==> src/rtl/a85_pkg.sv <==
package a85_pkg;
   localparam logic [7:0] ALPHA_LO = 8'h21;
   localparam logic [7:0] ALPHA_HI = 8'h75;
   localparam logic [7:0] CH_NL    = 8'h0A;
   localparam logic [7:0] CH_SP    = 8'h20;
   localparam logic [7:0] CH_ZERO  = 8'h7A;
   localparam int         RADIX    = 85;

   typedef enum logic [1:0] {ST_LEAD, ST_BODY, ST_FILL} dec_state_e;

   typedef struct packed {
      logic sp;
      logic nl;
      logic zc;
      logic bad;
   } char_cls_t;
endpackage

==> src/rtl/a85_char_class.sv <==
module a85_char_class
   import a85_pkg::*;
(
   input  logic [7:0] ch,
   output char_cls_t  cls
);
   always_comb begin
      cls.sp  = (ch == CH_SP);
      cls.nl  = (ch == CH_NL);
      cls.zc  = (ch == CH_ZERO);
      cls.bad = !((ch >= ALPHA_LO) && (ch <= ALPHA_HI)) && (ch != CH_NL);
   end
endmodule

==> src/rtl/a85_group_acc.sv <==
module a85_group_acc
   import a85_pkg::*;
#(
   parameter int WORD_W = 32,
   parameter int GRP    = 5
) (
   input  logic              clk,
   input  logic              rst_n,
   input  logic              push,
   input  logic              clear,
   input  logic [7:0]        ch,
   output logic [WORD_W-1:0] acc_q,
   output logic [WORD_W-1:0] step,
   output logic              step_ovf,
   output logic              last,
   output logic              partial
);
   localparam int CNT_W  = $clog2(GRP + 1);
   localparam int WIDE_W = WORD_W + 8;

   if (GRP < 2 || GRP > 8) begin : g_bad_grp
      $error("a85_group_acc: GRP out of range");
   end
   if (WORD_W < 8) begin : g_bad_word
      $error("a85_group_acc: WORD_W too small");
   end

   logic [CNT_W-1:0]  n_q;
   logic [WIDE_W-1:0] wide, sub;

   always_comb begin
      wide     = WIDE_W'(acc_q) * WIDE_W'(RADIX) + WIDE_W'(ch);
      sub      = wide - WIDE_W'(ALPHA_LO);
      step     = sub[WORD_W-1:0];
      step_ovf = (wide >= WIDE_W'(ALPHA_LO)) && (sub[WIDE_W-1:WORD_W] != '0);
      last     = (n_q == CNT_W'(GRP - 1));
      partial  = (n_q != '0);
   end

   always_ff @(posedge clk) begin
      if (!rst_n || clear) begin
         acc_q <= '0;
         n_q   <= '0;
      end else if (push) begin
         if (last) begin
            acc_q <= '0;
            n_q   <= '0;
         end else begin
            acc_q <= step;
            n_q   <= n_q + CNT_W'(1);
         end
      end
   end

   AST_GROUP_WRAP: assert property (@(posedge clk) disable iff (!rst_n)
      (push && last && !clear) |=> !partial);
   AST_CLEAR_EMPTY: assert property (@(posedge clk) disable iff (!rst_n)
      clear |=> (!partial && acc_q == '0));
endmodule

==> src/rtl/a85_word_decoder.sv <==
module a85_word_decoder
   import a85_pkg::*;
#(
   parameter int IDX_W     = 12,
   parameter bit ZERO_FILL = 1'b1
) (
   input  logic             clk,
   input  logic             rst_n,
   input  logic             in_valid,
   input  logic [7:0]       in_char,
   output logic             in_ready,
   input  logic [IDX_W-1:0] rec_len,
   output logic             out_valid,
   input  logic             out_ready,
   output logic [31:0]      out_word,
   output logic [IDX_W-1:0] out_index,
   output logic             rec_done,
   output logic             err
);
   localparam int WORD_W = 32;

   if (IDX_W < 1 || IDX_W > 24) begin : g_bad_idx
      $error("a85_word_decoder: IDX_W out of range");
   end

   char_cls_t         cls;
   dec_state_e        st_q, st_d;
   logic [WORD_W-1:0] acc_q, step;
   logic              step_ovf, last, partial;
   logic [IDX_W-1:0]  cnt_q;
   logic              lead_seen_q, ov_q, done_q, err_q;
   logic              acc_char, out_free, lead_sp, body, nl_ev, z_ev, dig_ev;
   logic              load, fill_ev, end_ev, err_set, fill_need;
   logic [WORD_W-1:0] load_word;

   a85_char_class u_cls (.ch(in_char), .cls(cls));

   a85_group_acc #(.WORD_W(WORD_W), .GRP(5)) u_acc (
      .clk(clk), .rst_n(rst_n), .push(dig_ev), .clear(nl_ev), .ch(in_char),
      .acc_q(acc_q), .step(step), .step_ovf(step_ovf), .last(last), .partial(partial));

   if (ZERO_FILL) begin : g_fill
      logic [IDX_W-1:0] len_q;
      always_ff @(posedge clk) begin
         if (!rst_n) len_q <= '0;
         else if (body && st_q == ST_LEAD) len_q <= rec_len;
      end
      assign fill_need = (cnt_q < len_q);
   end else begin : g_nofill
      assign fill_need = 1'b0;
   end

   always_comb begin
      out_free = !ov_q || out_ready;
      in_ready = (st_q != ST_FILL) && out_free;
      acc_char = in_valid && in_ready;
      lead_sp  = (st_q == ST_LEAD) && cls.sp;
      body     = acc_char && !lead_sp;
      nl_ev    = body && cls.nl;
      z_ev     = body && cls.zc && !partial;
      dig_ev   = body && !cls.nl && !z_ev;
      fill_ev  = (st_q == ST_FILL) && fill_need && out_free;
      end_ev   = (st_q == ST_FILL) && !fill_need && !ov_q;
      load     = (nl_ev && partial) || z_ev || (dig_ev && last) || fill_ev;
      if (nl_ev)                load_word = acc_q;
      else if (z_ev || fill_ev) load_word = '0;
      else                      load_word = step;
      err_set  = (dig_ev && (cls.bad || step_ovf)) ||
                 (body && st_q == ST_LEAD && !lead_seen_q);
      st_d = st_q;
      case (st_q)
         ST_LEAD: if (body) st_d = cls.nl ? ST_FILL : ST_BODY;
         ST_BODY: if (nl_ev) st_d = ST_FILL;
         ST_FILL: if (end_ev) st_d = ST_LEAD;
         default: st_d = ST_LEAD;
      endcase
   end

   always_ff @(posedge clk) begin
      if (!rst_n) begin
         st_q        <= ST_LEAD;
         cnt_q       <= '0;
         lead_seen_q <= 1'b0;
         ov_q        <= 1'b0;
         done_q      <= 1'b0;
         err_q       <= 1'b0;
         out_word    <= '0;
         out_index   <= '0;
      end else begin
         st_q   <= st_d;
         done_q <= end_ev;
         if (err_set) err_q <= 1'b1;
         if (end_ev) lead_seen_q <= 1'b0;
         else if (acc_char && lead_sp) lead_seen_q <= 1'b1;
         if (end_ev) cnt_q <= '0;
         else if (load) cnt_q <= cnt_q + IDX_W'(1);
         if (load) begin
            ov_q      <= 1'b1;
            out_word  <= load_word;
            out_index <= cnt_q;
         end else if (out_ready) begin
            ov_q <= 1'b0;
         end
      end
   end

   assign out_valid = ov_q;
   assign rec_done  = done_q;
   assign err       = err_q;

   AST_OUT_HOLD: assert property (@(posedge clk) disable iff (!rst_n)
      (out_valid && !out_ready) |=> (out_valid && $stable(out_word) && $stable(out_index)));
   AST_STALL_INPUT: assert property (@(posedge clk) disable iff (!rst_n)
      (out_valid && !out_ready) |-> !in_ready);
   AST_DONE_DRAINED: assert property (@(posedge clk) disable iff (!rst_n)
      rec_done |-> !out_valid);
   AST_DONE_PULSE: assert property (@(posedge clk) disable iff (!rst_n)
      rec_done |=> !rec_done);
   AST_ERR_STICKY: assert property (@(posedge clk) disable iff (!rst_n)
      err |=> err);
   AST_IDX_NEXT: assert property (@(posedge clk) disable iff (!rst_n)
      (out_valid && out_ready) |=> (!out_valid || out_index == $past(out_index) + IDX_W'(1)));
endmodule

==> config.mk <==
export PLATFORM = sky130hd
export DESIGN_NAME = a85_word_decoder
export DESIGN_NICKNAME = d
export VERILOG_FILES = /design/src/rtl/a85_pkg.sv /design/src/rtl/a85_char_class.sv /design/src/rtl/a85_group_acc.sv /design/src/rtl/a85_word_decoder.sv
export SDC_FILE = /design/constraint.sdc
export NUM_CORES = 1
export LEC_CHECK = 0
export BUFFER_PORTS_ARGS = -buffer_cell sky130_fd_sc_hd__buf_2
export CAP_MARGIN = 20
export CORE_UTILIZATION = 63
export CTS_BUF_LIST = sky130_fd_sc_hd__clkbuf_8 sky130_fd_sc_hd__clkbuf_16
export DETAILED_ROUTE_END_ITERATION = 7
export MAX_ROUTING_LAYER = met4
export PLACE_DENSITY = 0.9
export SETUP_SLACK_MARGIN = 0.1
export SLEW_MARGIN = 20
export SYNTH_ARGS = -nofsm -noshare
export SYNTH_HDL_FRONTEND = slang
export SYNTH_SLANG_ARGS = --single-unit
==> constraint.sdc <==
create_clock -name clk -period 8.2 [get_ports clk]
set_clock_uncertainty 0.05 [all_clocks]
set_input_delay 0.41 -clock clk [delete_from_list [all_inputs] [get_ports clk]]
set_output_delay 0.41 -clock clk [all_outputs]
set_load 0.005 [all_outputs]
### After elaboration in Yosys (flattened, before gate mapping)

Cells that the tools add are included.
W data, S select, Z words.

| storage, ports and cells | value |
|---|---|
| flip-flop bits (word level) | 109 |
| latch bits | 0 |
| RAM bits | 0 |
| bits in read-only memories | 0 |
| memories | 0 |

| cells by class | value |
|---|---|
| add/subtract/negate cells | 4 |
| multiply operators | 1 |
| div/mod/pow operators | 0 |
| magnitude comparators | 4 |
| eq/ne operators | 11 |
| shift-type cells | 0 |
| multiplexer cells | 11 |
| bitwise logic cells | 1 |
| reductions and logical operators | 45 |

Operators by type and width:

| kind | number |
|---|---|
| $mux W32 | 3 |
| $add A39 B8 Y40 | 1 |
| $ge A40 B6 Y1 const B | 1 |
| $sub A40 B6 Y40 const B | 1 |
| $mul A32 B7 Y39 const B | 1 |
| $logic_and A1 B1 Y1 | 22 |
| $add A12 B1 Y12 const B | 1 |
| $lt A12 B12 Y1 | 1 |
| $logic_not A1 Y1 | 9 |
| $eq A8 B4 Y1 const B | 1 |
| $eq A8 B6 Y1 const B | 1 |
| $eq A8 B7 Y1 const B | 1 |
| $ge A8 B6 Y1 const B | 1 |
| $le A8 B7 Y1 const B | 1 |
| $logic_or A1 B1 Y1 | 8 |
| $mux W2 | 4 |
| $ne A8 B4 Y1 const B | 1 |
| $reduce_bool A8 Y1 | 1 |
| $ne A2 B2 Y1 const B | 3 |
| $pmux W2 S3 | 1 |
| $add A3 B1 Y3 const B | 1 |
| $eq A3 B3 Y1 const B | 1 |
| $mux W3 | 1 |
| $reduce_and A3 Y1 | 1 |
| 9 further kinds | 10 |

### Longest topological paths before layout

Gate-level depths: netlist (run 1).

| logic depth | value |
|---|---|
| depth in word-level cells | 13 |
| gate-level depth with buffers | 20 |
| gate-level depth less buffers | 18 |

### Modules after synthesis

Synthesis (run 1) repeated with hierarchy kept, for this count alone.

| unflattened totals | value |
|---|---|
| cell total of the unflattened synthesis | 1218 |
| area total of the unflattened synthesis | 10480.1 µm² |

Modules (own cells, without submodules):

| module | times used | cells each | area an instance (µm²) |
|---|---|---|---|
| a85_group_acc | 1 | 759 | 6713.9 |
| a85_word_decoder | 1 | 444 | 3663.5 |
| a85_char_class | 1 | 15 | 102.6 |

### Worst setup path before layout (run 1)

No wires, ideal clock.

| path | value |
|---|---|
| path kind | reg2reg |
| start point | register u_acc.acc_q[4] |
| end point | register err_q (netlist: err) |
| setup time | 0.070 ns |
| arrival | 5.601 ns |
| setup slack | 2.480 ns |
| stages on the path, launching flop included | 21 |
| period minus slack after synthesis | 5.720 ns |
| path through | dfxtp_1 ha_1 fa_1 fa_1 inv_1 fa_1 inv_1 ha_1 clkbuf_1 o21ai_0 a211oi_1 a21oi_1 xnor2_1 or3_1 buf_2 or4_4 nor4_4 nand4_1 or3_1 a211o_1 a21oi_1 |

| on the way | value |
|---|---|
| cells in the longest elaborated chain, start to end | 8 |

Ends and longest elaborated chain:

| element | line | RTL |
|---|---|---|
| from (decl) | a85_group_acc.sv:12 | `output logic [WORD_W-1:0] acc_q,` |
| from (signal assigned) | a85_group_acc.sv:49 | `acc_q <= step;` |
| $mul A32 B7 Y39 * | a85_group_acc.sv:32 | `wide = WIDE_W'(acc_q) * WIDE_W'(RADIX) + WIDE_W'(ch);` |
| $add A39 B8 Y40 * | a85_group_acc.sv:32 |  |
| $sub A40 B6 Y40 | a85_group_acc.sv:33 | `sub = wide - WIDE_W'(ALPHA_LO);` |
| $reduce_bool A8 Y1 | a85_group_acc.sv:35 | `step_ovf = (wide >= WIDE_W'(ALPHA_LO)) && (sub[WIDE_W-1:WORD_W] != '0);` |
| $logic_and A1 B1 Y1 * | a85_group_acc.sv:35 |  |
| $logic_or A1 B1 Y1 * | a85_word_decoder.sv:68 | `err_set = (dig_ev && (cls.bad \|\| step_ovf)) \|\|` |
| $logic_and A1 B1 Y1 * | a85_word_decoder.sv:68 |  |
| $logic_or A1 B1 Y1 * | a85_word_decoder.sv:68 |  |
| to (signal assigned) | a85_word_decoder.sv:86 | `err_q <= 1'b0;` |
| to (signal assigned) | a85_word_decoder.sv:92 | `if (err_set) err_q <= 1'b1;` |
| to (decl) | a85_word_decoder.sv:31 | `logic lead_seen_q, ov_q, done_q, err_q;` |

Mark *: on every way between the ends. The rest lies on a longest branch, timed or not.
A chain may end at the register's enable or synchronous reset.

### Worst setup path after layout (run 1)

| path | value |
|---|---|
| start point | register u_acc.acc_q[1] |
| end point | register out_word[19] |

| on the way | value |
|---|---|
| cells in the longest elaborated chain, start to end | 5 |

Ends and longest elaborated chain:

| element | line | RTL |
|---|---|---|
| $mul A32 B7 Y39 | a85_group_acc.sv:32 |  |
| $add A39 B8 Y40 | a85_group_acc.sv:32 |  |
| $sub A40 B6 Y40 | a85_group_acc.sv:33 |  |
| $mux W32 | a85_word_decoder.sv:66 | `else if (z_ev \|\| fill_ev) load_word = '0;` |
| $mux W32 | a85_word_decoder.sv:65 | `if (nl_ev) load_word = acc_q;` |
| to (signal assigned) | a85_word_decoder.sv:99 | `out_word <= load_word;` |
| to (decl) | a85_word_decoder.sv:15 | `output logic [31:0] out_word,` |

No other way between the ends.

==> impl_metrics.yaml, run 1 <==
outcome:
  outcome: "complete, no violations"
logic_synthesis:
  seq_cells_post_synth: 109
  synth_area_leader_cell: "dfxtp_1"
  post_synth_main_area_contributors: "dfxtp_1 (21%), ha_1 (17%), fa_1 (12%), nor2_1 (5.1%), a22oi_1 (4.4%)"
  ys.flop_type: "dfxtp_1"
  syn_inst: 1202
  async_set_or_reset_flop_fraction_in_the_synthesized_netlist_pct: 0
  number_of_flops_mapped_to_enable_cells_by_yosys: 0
  synth.yosys.seq_area_share_pct: 21.3
  yosys_warnings: 0
  synth_top_area_share_pct: 21.3
  net_count_synth: 1423
  synth_area_per_cell_sq_um: 8.51
  cell_area_after_synthesis_sq_mm: 0.0102
  count_of_cell_types_in_the_netlist: 77
placement:
  finalWeightedCongestion: 1.02
  post-dp-hpwl_mm: 21.5
  port-buffer-count: 71
routing:
  route.vias.total: 9609
  wirelength_mm: 27.7
  dr.pass1.iters: 6
  routed_wire_length_per_instance_microns: 19.0
  ant_nets: 0
  viasPerCell: 6.60
  route.detailed.drc: 0
  detailedRoute.firstIterationViolations: 1043
layout:
  multiInputGateArea_sq_mm: 0.00757
  register_area_sq_mm: 0.00218
  nets: 1456
  drive_above_1_share_pct: 9.76
  mostFrequentLayoutCell: "nor2_1"
  filler_cell_count: 1199
  area_growth_pct: 8.16
  layout_common_cells: "nor2_1 (138), ha_1 (135), dfxtp_1 (109)"
  antenna-diode-count: 0
worst_setup_path:
  r2r_slack_ns: 1.80
  worstPathMaxFanout: 10
  start_kind: "flop"
  critical_path.reg2reg.endpoint: "out_word[19]$_SDFFE_PN0P_"
  critical_path_required_ns: 8.39
  worstRegToRegCells: 18
  reg2reg_from: "u_acc.acc_q[1]$_SDFFE_PP0P_"
  endpoint: "out_word[19]$_SDFFE_PN0P_"
  endpoint_kind: "flop"
  critical_path_arrival_ns: 6.59
  timing.setup.critical_path_class: "reg -> reg"
  worstSetupStartpoint: "u_acc.acc_q[1]$_SDFFE_PP0P_"
global_routing:
  grt_max_degree: 46
  number_of_antenna_violations_at_the_first_check_in_global_routing: 0
  global_route_wire_length_before_repair_mm: 44.5
  gr-usage-all-layers_pct: 34.8
  first_global_vias: 9106
  globalRoute.totalOverflow: 0
timing:
  timing_worst_slew_pin_value_ns: 1.00
  period_needed_ns: 6.40
  timing.final.crit_share_pct: 78.0
  max_clock_freq_mhz: 156
  finalMaxSlewViolations: 0
  setup-violations-final: 0
  fin_tns_setup_ns: 0
  hold_ws_ns: 0.230
  rsz_0062_raised_after_global_routing: "false"
  hold_violations: 0
  maxSlewHeadroom_pct: 32.9
clock_network:
  numCtsBuffers: 9
  resized_after_cts: 0
  cts_tree: "yes"
  clk_latency_ns: 0.35
  post-cts-setup-buffer-count: 0
  cts.sinks: 109
  cts_buffer_depth: 2
  clock_tree_root_buffer_cell: "clkbuf_16"
  cts_hold_repair.buffers: 0
  clk_pin_slew_ns: 0.08
  htreeDepth: 3
floorplanning:
  pin_count: 72
  initial_core_util_pct: 64.4
  design.core.area_sq_mm: 0.0159
  die_w_microns: 129
  row_count: 46
  die_area_sq_mm: 0.0168
  die_h_microns: 129
min_path:
  hold_path.class: "in -> reg"
flow_run:
  max_cap_violation_count: 0
[logic make-up after synthesis]
family,share of synthesized area (%)
xor gates and xnor gates,4.37
AOI/OAI and AO/OA,20.9
adders and majority gates,28.6
buffers and inverters,4.83
muxes,1.79
DFF,21.3
and+or+nand+nor,18.1
[state kept, by name, summed over array words and instances, names as in the netlist]
name	flops
g_fill.len_q	12
out_index	12
out_word	32
st_q	2
rec_done	1
out_valid	1
u_acc.n_q	3
lead_seen_q	1
err	1
cnt_q	12
u_acc.acc_q	32
[layout make-up]
class	instances	share of cell area, %
inverter	74	2.51
multi-input combinational	963	68.4
clock buffer	9	2.04
clock inverter	7	1.16
timing repair buffer	78	3.69
sequential	109	19.7
tap	216	2.44
[worst min-delay path by stage]
stage | slack, ns | cells after the start | to | start
finish | 0.23 | 3 | g_fill.len_q[2]$_SDFFE_PN0P_ | rec_len[2]
global route | 0.24 | 3 | g_fill.len_q[2]$_SDFFE_PN0P_ | rec_len[2]
CTS | 0.23 | 3 | g_fill.len_q[2]$_SDFFE_PN0P_ | rec_len[2]
detailed placement | 0.40 | 2 | lead_seen_q$_SDFFE_PP0P_ | lead_seen_q$_SDFFE_PP0P_
global placement | 0.40 | 2 | lead_seen_q$_SDFFE_PP0P_ | lead_seen_q$_SDFFE_PP0P_
floorplan | 0.38 | 2 | lead_seen_q$_SDFFE_PP0P_ | lead_seen_q$_SDFFE_PP0P_
[per-layer routing]
layer,vias up,wire [microns],share of wire (%),GRT usage [%]
li1,4406,-,-,-
met1,4561,11200,41,42.6
met2,522,13100,47,56.0
met3,120,2040,7.4,5.28
met4,0,1340,4.8,17.6
met5,-,0,0,-
[cells in the mapped netlist, drive strengths merged, types with 5 or more instances]
cell     instances
a2111oi          5
a211o            8
a211oi          26
a21o            17
a21oi           76
a22oi           60
a31oi            6
and2            11
and3             9
buf              7
clkbuf          49
dfxtp          109
fa              62
ha             135
inv             74
mux2i           16
nand2           68
nand2b          13
nand3           21
nand4           18
nor2           138
nor2b           12
nor3            29
nor4            10
o211ai           7
o21a             7
o21ai           75
or3             15
xnor2           29
xor2            22
[per-stage QoR]
stage	utilization (%)	std cells	worst slack (ns)	instance area [sq um]
detailed placement	67.4	1440	1.98	10700
CTS	69.7	1456	1.92	11100
finish	69.7	1456	1.80	11100
global placement	67.4	1440	2.18	10700
global route	69.7	1456	1.43	11100
floorplan	-	1202	2.48	10200
[critical path, stage by stage, from the launching register on]
cell and delay (ns):
dfxtp_1 0.43, ha_1 0.29, fa_1 0.51, fa_1 0.56, inv_1 0.07, fa_1 0.55
inv_1 0.06, ha_1 0.42, o21ai_0 0.29, nand2_1 0.12, or4b_4 0.51, a32oi_4 0.31
nand3_1 0.35, nor4_2 0.88, nand3_1 0.19, xor2_1 0.30, o21ai_0 0.13, a22oi_1 0.18
nor2_1 0.07
Power of run 1 is left out: the tool's default activity adds up to more than one toggle a clock period on the data nets, which glitch-free logic cannot reach.
==> run 2: changes to the inputs <==
--- a/config.mk
+++ b/config.mk
@@ -5,13 +5,14 @@
 export SDC_FILE = /design/constraint.sdc
 export NUM_CORES = 1
 export LEC_CHECK = 0
+export ABC_AREA = 1
 export BUFFER_PORTS_ARGS = -buffer_cell sky130_fd_sc_hd__buf_2
 export CAP_MARGIN = 20
 export CORE_UTILIZATION = 63
 export CTS_BUF_LIST = sky130_fd_sc_hd__clkbuf_8 sky130_fd_sc_hd__clkbuf_16
 export DETAILED_ROUTE_END_ITERATION = 7
 export MAX_ROUTING_LAYER = met4
-export PLACE_DENSITY = 0.9
+export PLACE_DENSITY = 0.89
 export SETUP_SLACK_MARGIN = 0.1
 export SLEW_MARGIN = 20
 export SYNTH_ARGS = -nofsm -noshare
==> constraint.sdc (replaced) <==
create_clock -name clk -period 6.45 [get_ports clk]
set_clock_uncertainty 0.05 [all_clocks]
set_input_delay 0.3225 -clock clk [delete_from_list [all_inputs] [get_ports clk]]
set_output_delay 0.3225 -clock clk [all_outputs]
set_load 0.005 [all_outputs]
==> run 2 against run 1 <==
Register-to-register slack got worse by 0.82 ns; synthesized area is 13% higher; sequential share of layout area fell by 2.2 points; global-route usage is 3.6 points higher; die area rose by 13%; synthesized cell count up 46%; setup slack got worse by 0.82 ns; wire length grew 24%; design area up 12%; critical path depth rose by 11; critical path type unchanged; highest routed layer unchanged.
==> impl_metrics.yaml, run 2 <==
clock_network:
  clk_pin_slew_ns: 0.09
  cts_tree: "yes"
  resized_after_cts: 0
  cts_buffer_depth: 2
  clock_tree_root_buffer_cell: "clkbuf_16"
  htreeDepth: 3
  post-cts-setup-buffer-count: 0
  cts_hold_repair.buffers: 0
  clk_latency_ns: 0.36
  numCtsBuffers: 9
  cts.sinks: 109
power_and_ir_drop:
  p_per_area_mw_per_mm2: 548
  power.leakage_nw: 6.90
  peakVddDrop_v: 0.000681
global_routing:
  global_route_wire_length_before_repair_mm: 53.9
  globalRoute.totalOverflow: 0
  first_global_vias: 10600
  grt_max_degree: 63
  gr-usage-all-layers_pct: 38.4
  number_of_antenna_violations_at_the_first_check_in_global_routing: 0
logic_synthesis:
  ys_top_cells_by_count: "nand2_1 (516), inv_1 (285), a21oi_1 (156), ha_1 (135), nor2_1 (124)"
  seq_cells_post_synth: 109
  syn_inst: 1749
  post_synth_main_area_contributors: "dfxtp_1 (19%), nand2_1 (17%), ha_1 (15%), fa_1 (11%), inv_1 (9.3%)"
  ys.flop_type: "dfxtp_1"
  synth_area_leader_cell: "dfxtp_1"
  async_set_or_reset_flop_fraction_in_the_synthesized_netlist_pct: 0
  synth_top_area_share_pct: 18.9
  most_common_cell_in_the_synthesized_netlist: "nand2_1"
  cell_area_after_synthesis_sq_mm: 0.0115
  synth_area_per_cell_sq_um: 6.60
  yosys_warnings: 0
  number_of_flops_mapped_to_enable_cells_by_yosys: 0
  count_of_cell_types_in_the_netlist: 38
  synth.yosys.seq_area_share_pct: 18.9
  net_count_synth: 1970
floorplanning:
  row_count: 49
  die_area_sq_mm: 0.0189
  design.core.area_sq_mm: 0.0180
  die_w_microns: 137
  die_h_microns: 137
  initial_core_util_pct: 64.3
  pin_count: 72
placement:
  post-dp-hpwl_mm: 28.5
  port-buffer-count: 71
  placed_area_sq_mm: 0.0121
  finalWeightedCongestion: 0.984
layout:
  drive_above_1_share_pct: 9.51
  nets: 2025
  layout_top_registers: "out_word x32, u_acc.acc_q x32"
  mostFrequentLayoutCell: "nand2_1"
  layout_common_cells: "nand2_1 (516), inv_1 (285), a21oi_1 (156)"
  antenna-diode-count: 0
  filler_cell_count: 1609
  finalInstanceArea_sq_mm: 0.0124
  area_growth_pct: 7.79
timing:
  finalMaxSlewViolations: 0
  hold_violations: 0
  rsz_0062_raised_after_global_routing: "false"
  period_needed_ns: 5.47
  maxSlewHeadroom_pct: 41.1
  fin_tns_setup_ns: 0
  setup-violations-final: 0
  timing_worst_slew_pin_value_ns: 0.883
  hold_ws_ns: 0.200
  timing.final.crit_share_pct: 84.8
  max_clock_freq_mhz: 183
min_path:
  hold_path.class: "in -> reg"
  worst_hold_path_cell_count: 3
  hold_path_startpoint: "rec_len[5]"
  worst_hold_path.endpoint: "g_fill.len_q[5]$_SDFFE_PN0P_"
worst_setup_path:
  critical_path.reg2reg.endpoint: "err$_SDFFE_PN0P_"
  endpoint_kind: "flop"
  worstPathMaxFanout: 6
  critical_path_arrival_ns: 5.67
  reg2reg_from: "u_acc.acc_q[2]$_SDFFE_PP0P_"
  start_kind: "flop"
  crit_path_frequent_cell: "nand2_1"
  crit_path_max_incr_delay_ns: 0.54
  cpMaxStageDelayCell: "fa_1"
  timing.setup.critical_path_class: "reg -> reg"
  critical_path_required_ns: 6.65
  worstRegToRegCells: 29
  timing.critical_path.max_delay_family: "adder cells"
  worst-path-buf-inv: 4
  r2r_slack_ns: 0.98
routing:
  ant_nets: 0
  route.detailed.drc: 0
  routed_wire_length_per_instance_microns: 16.8
  viasPerCell: 5.64
  route.vias.total: 11500
  wirelength_mm: 34.3
  dr.pass1.iters: 6
  detailedRoute.firstIterationViolations: 936
outcome:
  outcome: "complete, no violations"
flow_run:
  max_cap_violation_count: 0
-- run 2: changes by cell type after synthesis, moves of 19 or more --
cell / delta
nand2_2: +25
nand2_1: +448
inv_1: +212
nand3_1: +53
a22oi_1: -59
xnor2_1: -21
a21oi_1: +80
nor2_2: +19
a211oi_1: -23
-- run 2: worst max path at each step --
stage,from,to,slack [ns],cells after the start
after floorplan,u_acc.acc_q[1]$_SDFFE_PP0P_,err$_SDFFE_PN0P_,1.86,31
after global placement,u_acc.acc_q[3]$_SDFFE_PP0P_,err$_SDFFE_PN0P_,1.20,29
after detailed placement,u_acc.acc_q[4]$_SDFFE_PP0P_,err$_SDFFE_PN0P_,1.15,29
after global routing,u_acc.acc_q[0]$_SDFFE_PP0P_,err$_SDFFE_PN0P_,0.65,29
final,u_acc.acc_q[2]$_SDFFE_PP0P_,err$_SDFFE_PN0P_,0.98,29
after CTS,u_acc.acc_q[4]$_SDFFE_PP0P_,err$_SDFFE_PN0P_,1.12,29
-- run 2: stage by stage --
step	worst slack [ns]	cells	utilization [%]	total power, mW
after floorplan	1.86	1749	-	4.83
after detailed placement	1.15	2021	67.5	6.20
after global placement	1.20	2021	67.5	6.10
after CTS	1.12	2037	69.1	6.78
final	0.979	2038	69.3	6.82
after global routing	0.652	2038	69.3	7.49
-- run 2: cell type report --
cell class	instances	area, sq um	share of cell area (%)
Clock buffer	9	225	1.81
Clock inverter	7	77.6	0.623
Inverter	290	1090	8.75
Multi-Input combinational cell	1316	8160	65.6
Sequential cell	109	2180	17.5
Tap cell	229	287	2.30
Timing Repair Buffer	78	428	3.44
-- run 2: where the power goes --
group | total, mW | internal (mW) | leakage (nW) | switching, mW
Clock | 0.559 | 0.276 | 0.149 | 0.283
Combinational | 5.40 | 1.74 | 5.86 | 3.66
Sequential | 0.860 | 0.740 | 0.887 | 0.120
Total | 6.82 | 2.75 | 6.90 | 4.07
-- run 2: worst register-to-register path, delay by kind of cell, from the launching register on --
| family | cells | cell delay (ns) |
|---|---|---|
| buffers and inverters | 4 | 0.32 |
| AO/OA/AOI/OAI | 2 | 0.27 |
| adder cells (fa/ha/maj) | 5 | 2.23 |
| flip-flops | 1 | 0.46 |
| AND/OR/NAND/NOR | 18 | 2.05 |
-- run 2: kinds of logic after synthesis --
| family | after synthesis | synth area share, % |
|---|---|---|
| AOI/OAI and AO/OA | 246 | 11.0 |
| xor gates and xnor gates | 35 | 2.72 |
| adders and majority gates | 197 | 25.4 |
| buffers and inverters | 324 | 10.5 |
| DFF | 109 | 18.9 |
| and+or+nand+nor | 838 | 31.5 |
-- run 2: routing by layer --
layer / GRT usage [%] / vias to the layer above / part of all wire, %
li1: - / 5656 / -
met1: 45.5 / 5255 / 41
met2: 64.7 / 471 / 49
met3: 4.64 / 109 / 5.6
met4: 18.1 / 0 / 4.8
met5: - / - / 0
Note: power is estimated with default switching activity, not from simulation.
